[config.mk]
export PLATFORM = sky130hd
export DESIGN_NAME = pingpong_buf_sel
export DESIGN_NICKNAME = d
export VERILOG_FILES = /design/src/rtl/pingpong_buf_sel_pkg.sv /design/src/rtl/ppb_lane.sv /design/src/rtl/ppb_status_pack.sv /design/src/rtl/pingpong_buf_sel.sv
export SDC_FILE = /design/constraint.sdc
export NUM_CORES = 1
export LEC_CHECK = 0
export BUFFER_PORTS_ARGS = -buffer_cell sky130_fd_sc_hd__buf_2
export CELL_PAD_IN_SITES_DETAIL_PLACEMENT = 1
export CELL_PAD_IN_SITES_GLOBAL_PLACEMENT = 1
export CORE_AREA = 2 2 39 41
export DETAILED_ROUTE_END_ITERATION = 12
export DIE_AREA = 0 0 41 43
export PLACE_DENSITY = 0.58
export SETUP_SLACK_MARGIN = 0.3
export SYNTH_ARGS = -nofsm -noshare
export SYNTH_HDL_FRONTEND = slang
export SYNTH_SLANG_ARGS = --single-unit
[constraint.sdc]
create_clock -name clk -period 1.25 [get_ports clk]
set_input_delay 0.0625 -clock clk [delete_from_list [all_inputs] [get_ports clk]]
set_output_delay 0.0625 -clock clk [all_outputs]
set_load 0.05 [all_outputs]
[src/rtl/pingpong_buf_sel_pkg.sv]
package pingpong_buf_sel_pkg;

   // Buffer identity carried by a next-buffer bit.
   typedef enum logic {
      BUF_A = 1'b0,
      BUF_B = 1'b1
   } buf_id_e;

   // Per-direction registered state.
   typedef struct packed {
      logic next_buf;
      logic busy;
   } lane_state_t;

   localparam int unsigned LANE_CNT   = 2;
   localparam int unsigned LANE_RX    = 0;
   localparam int unsigned LANE_TX    = 1;
   localparam int unsigned LANE_BITS  = $bits(lane_state_t);

   localparam lane_state_t LANE_RESET = '{next_buf: BUF_A, busy: 1'b0};

endpackage

[src/rtl/ppb_lane.sv]
module ppb_lane
   import pingpong_buf_sel_pkg::*;
(
   input  logic clk,
   input  logic rst_n,
   input  logic start_i,
   input  logic done_i,
   output logic next_o,
   output logic busy_o,
   output logic overrun_o
);

   lane_state_t st_q;
   lane_state_t st_d;
   logic        accept;
   logic        refuse;
   logic        ovr_q;

   assign accept = start_i & ~st_q.busy;
   assign refuse = start_i &  st_q.busy;

   always_comb begin
      st_d = st_q;
      if (accept) begin
         st_d.next_buf = ~st_q.next_buf;
         st_d.busy     = 1'b1;
      end else if (done_i) begin
         st_d.busy     = 1'b0;
      end
   end

   always_ff @(posedge clk) begin
      if (!rst_n) begin
         st_q  <= LANE_RESET;
         ovr_q <= 1'b0;
      end else begin
         st_q  <= st_d;
         ovr_q <= refuse;
      end
   end

   assign next_o    = st_q.next_buf;
   assign busy_o    = st_q.busy;
   assign overrun_o = ovr_q;

endmodule

[src/rtl/ppb_status_pack.sv]
module ppb_status_pack
   import pingpong_buf_sel_pkg::*;
#(
   parameter int unsigned STATUS_W = 8
)(
   input  logic [LANE_CNT-1:0] next_i,
   input  logic [LANE_CNT-1:0] busy_i,
   output logic [STATUS_W-1:0] status_o
);

   localparam int unsigned USED_W = LANE_CNT * LANE_BITS;

   if (STATUS_W < USED_W) begin : g_width_bad
      $error("ppb_status_pack: STATUS_W too small for packed lanes");
   end

   for (genvar b = 0; b < STATUS_W; b++) begin : g_bit
      if (b < USED_W) begin : g_used
         if (b % 2 == 1) begin : g_next
            assign status_o[b] = next_i[b/2];
         end else begin : g_busy
            assign status_o[b] = busy_i[b/2];
         end
      end else begin : g_zero
         assign status_o[b] = 1'b0;
      end
   end

endmodule

[src/rtl/pingpong_buf_sel.sv]
module pingpong_buf_sel
   import pingpong_buf_sel_pkg::*;
#(
   parameter int unsigned STATUS_W = 8
)(
   input  logic                clk,
   input  logic                rst_n,
   input  logic                tx_start,
   input  logic                tx_done,
   input  logic                rx_start,
   input  logic                rx_done,
   output logic                tx_sel,
   output logic                tx_busy,
   output logic                tx_overrun,
   output logic                rx_sel,
   output logic                rx_busy,
   output logic                rx_overrun,
   output logic [STATUS_W-1:0] status
);

   if (STATUS_W < 4 || STATUS_W > 64) begin : g_param_bad
      $error("pingpong_buf_sel: STATUS_W must be within 4..64");
   end

   logic [LANE_CNT-1:0] start_v;
   logic [LANE_CNT-1:0] done_v;
   logic [LANE_CNT-1:0] next_v;
   logic [LANE_CNT-1:0] busy_v;
   logic [LANE_CNT-1:0] ovr_v;

   assign start_v[LANE_RX] = rx_start;
   assign start_v[LANE_TX] = tx_start;
   assign done_v[LANE_RX]  = rx_done;
   assign done_v[LANE_TX]  = tx_done;

   for (genvar i = 0; i < LANE_CNT; i++) begin : g_lane
      ppb_lane u_lane (
         .clk       (clk),
         .rst_n     (rst_n),
         .start_i   (start_v[i]),
         .done_i    (done_v[i]),
         .next_o    (next_v[i]),
         .busy_o    (busy_v[i]),
         .overrun_o (ovr_v[i])
      );
   end

   ppb_status_pack #(.STATUS_W(STATUS_W)) u_pack (
      .next_i   (next_v),
      .busy_i   (busy_v),
      .status_o (status)
   );

   assign tx_sel     = next_v[LANE_TX];
   assign tx_busy    = busy_v[LANE_TX];
   assign tx_overrun = ovr_v[LANE_TX];
   assign rx_sel     = next_v[LANE_RX];
   assign rx_busy    = busy_v[LANE_RX];
   assign rx_overrun = ovr_v[LANE_RX];

endmodule

==> impl_metrics.yaml <==
synth:
  yosysUniqueCellTypes: 9
  yosys-top-cells-area: "dfxtp_1 (43%), buf_4 (22%), nand4bb_1 (8.1%), o211a_1 (7.2%), and3_2 (5.4%)"
  synth_cells: 29
  syn_area_per_cell_um2: 9.62
  yosys.area.top_type_share: 0.430
  synth_seq_cells: 6
  synth_largest_area_cell: "dfxtp_1"
  netlist_area_um2: 279
  seq_area_frac_synth: 0.430
  yosysWarnings: 0
setup_path:
  reg2reg_slack_ns: 0.57
  critPathCaptureType: "output pin"
  startpoint: "g_lane[1].u_lane.next_o$_SDFFE_PN0P_"
  endpoint: "tx_sel"
  cp.buffers_inverters: 1
  crit_arrival_ns: 0.84
  cp_cell_sequence: "buf_2"
  critPathTopFamily: "flip-flops"
  worstSetupPathType: "reg -> out"
  slowest_delay_ns: 0.34
  cp_slowest_cell: "dfxtp_2"
  cp_num_cells: 1
  critPathLaunchType: "flop"
  worstPathRequired_ns: 1.19
  reg2reg_depth: 2
  crit_fanout: 4
  timing.rr.start: "g_lane[0].u_lane.busy_o$_SDFFE_PN0P_"
  worstReg2RegEnd: "g_lane[0].u_lane.next_o$_SDFFE_PN0P_"
timing:
  finalSetupViolations: 0
  tns_ns: 0
  drv_slew: 0
  fmax_mhz: 1110
  fin_crit_sh: 0.720
  finalHoldViolCount: 0
  rsz0062_at_grt: "false"
  skew_ns: 0.000667
  final.min_clock_period_ns: 0.900
pwr:
  total_power_mw: 0.572
  p_leak_nw: 0.194
  peakVddDrop_mv: 0.393
  power_density_nw_per_um2: 1580
place:
  place_inst: 55
  routabilityCongestion: 0.532
  dp_hpwl_um: 436
  io_buffers: 15
clock_tree:
  root_buffer: "clkbuf_4"
  hold_buffers: 0
  clk_latency_ns: 0.23
  h-tree-depth: 1
  cts.sinks: 6
  cts_tree: "yes"
  clock_path_buffers: 2
  cts_setup_buffers: 0
  cts_buffers: 3
  clkTransAtPathRegs_ns: 0.04
routing:
  num_vias: 230
  wl_per_cell_um: 9.21
  dr.pass1.iters: 1
  antenna_left: 0
  first_iter_violations: 0
  drcViolationCount: 0
  drt_wl_total_um: 534
  vias_per_cell: 3.97
hold_path:
  min_path_type: "in -> reg"
final_layout:
  drive_gt1_frac: 0.571
  area_growth_pct: 30.0
  nets: 50
  antenna_cells: 0
  final_cells: 58
  final_cell_mix: "buf_2 (11), nand2_1 (4), conb_1 (4), dfxtp_2 (4), buf_4 (4)"
  final_common_cell: "buf_2"
die:
  die_width_um: 41
  initial_utilization: 0.202
  row_count: 14
  dieArea_um2: 1760
  die_h_um: 43
  core_um2: 1380
  io-pin-count: 20
global_routing:
  grt_util_met1: 0.0903
  grt_pass1_vias: 210
  grt_util_all_layers: 0.0714
  antenna_found_initial: 0
  grt.busiest_layer: "met2"
  grt_first_pass_wirelength_um: 841
  use_met2: 0.0969
  grt_max_degree: 9
  grt.overflow.total: 0
  use_met3: 0.0314
run:
  maxCapViolCount: 0
run_status:
  outcome: "complete, no violations"
## state kept, by name (all words and copies together) (netlist names)
register / cells
g_lane.u_lane.busy_o: 2
g_lane.u_lane.next_o: 2
g_lane.u_lane.overrun_o: 2
## synth_stat cells, drive strengths merged
| cell | n |
|---|---|
| nand4bb | 2 |
| o211a | 2 |
| and3 | 2 |
| o21ai | 2 |
| buf | 8 |
| conb | 1 |
| nor2b | 2 |
| dfxtp | 6 |
| nand2 | 4 |
## worst min-delay path by stage
stage / start / to / slack, ns / cells past startpoint
final: tx_done / g_lane[1].u_lane.busy_o$_SDFFE_PN0P_ / 0.08 / 3
after detailed placement: tx_done / g_lane[1].u_lane.busy_o$_SDFFE_PN0P_ / 0.32 / 3
after CTS: tx_done / g_lane[1].u_lane.busy_o$_SDFFE_PN0P_ / 0.07 / 3
after global placement: tx_done / g_lane[1].u_lane.busy_o$_SDFFE_PN0P_ / 0.32 / 3
after floorplan: rst_n / g_lane[0].u_lane.next_o$_SDFFE_PN0P_ / 0.20 / 2
after global routing: rx_done / g_lane[0].u_lane.busy_o$_SDFFE_PN0P_ / 0.09 / 3
## logic make-up (layout without fill, tap and decap cells)
kind of cell / after synthesis / in the layout / synth area share
and+or+nand+nor: 10 / 10 / 0.233
buffers and inverters: 8 / 18 / 0.215
DFF: 6 / 6 / 0.431
AOI/OAI and AO/OA: 4 / 4 / 0.108
other: 1 / 4 / 0.0134
## per-stage QoR
step	cell area (µm²)	setup slack (ns)	utilization	hold slack, ns
2_1_floorplan	295	0.405	-	0.196
3_3_place_gp	330	0.562	0.239	0.324
3_5_place_dp	330	0.550	0.239	0.323
4_1_cts	358	0.289	0.259	0.0668
5_1_grt	363	0.310	0.262	0.0857
6_report	363	0.350	0.262	0.0754
## repair_timing
action | 4_1_cts | 5_1_grt
resized for setup | 2 | 4
endpoints found under the hold margin | 0 | 0
endpoints found under the setup margin | 4 | 2
## metal layers
metal	vias to the layer above	part of all wire
li1	114	-
met1	100	0.45
met2	16	0.40
met3	0	0.15
met4	0	0
met5	-	0
## power breakdown
part	switching, mW	internal [mW]
combinational	0.137	0.0429
sequential	0.0141	0.209
clock	0.0609	0.108
## cell type report
type                            instances  area [µm²]
Fill cell                             175        1020
Clock buffer                            3        22.5
Timing Repair Buffer                   15        85.1
Tap cell                               16        20.0
Multi-Input combinational cell         18         110
Sequential cell                         6         125
No activity file was read; power rests on OpenSTA's default activity.
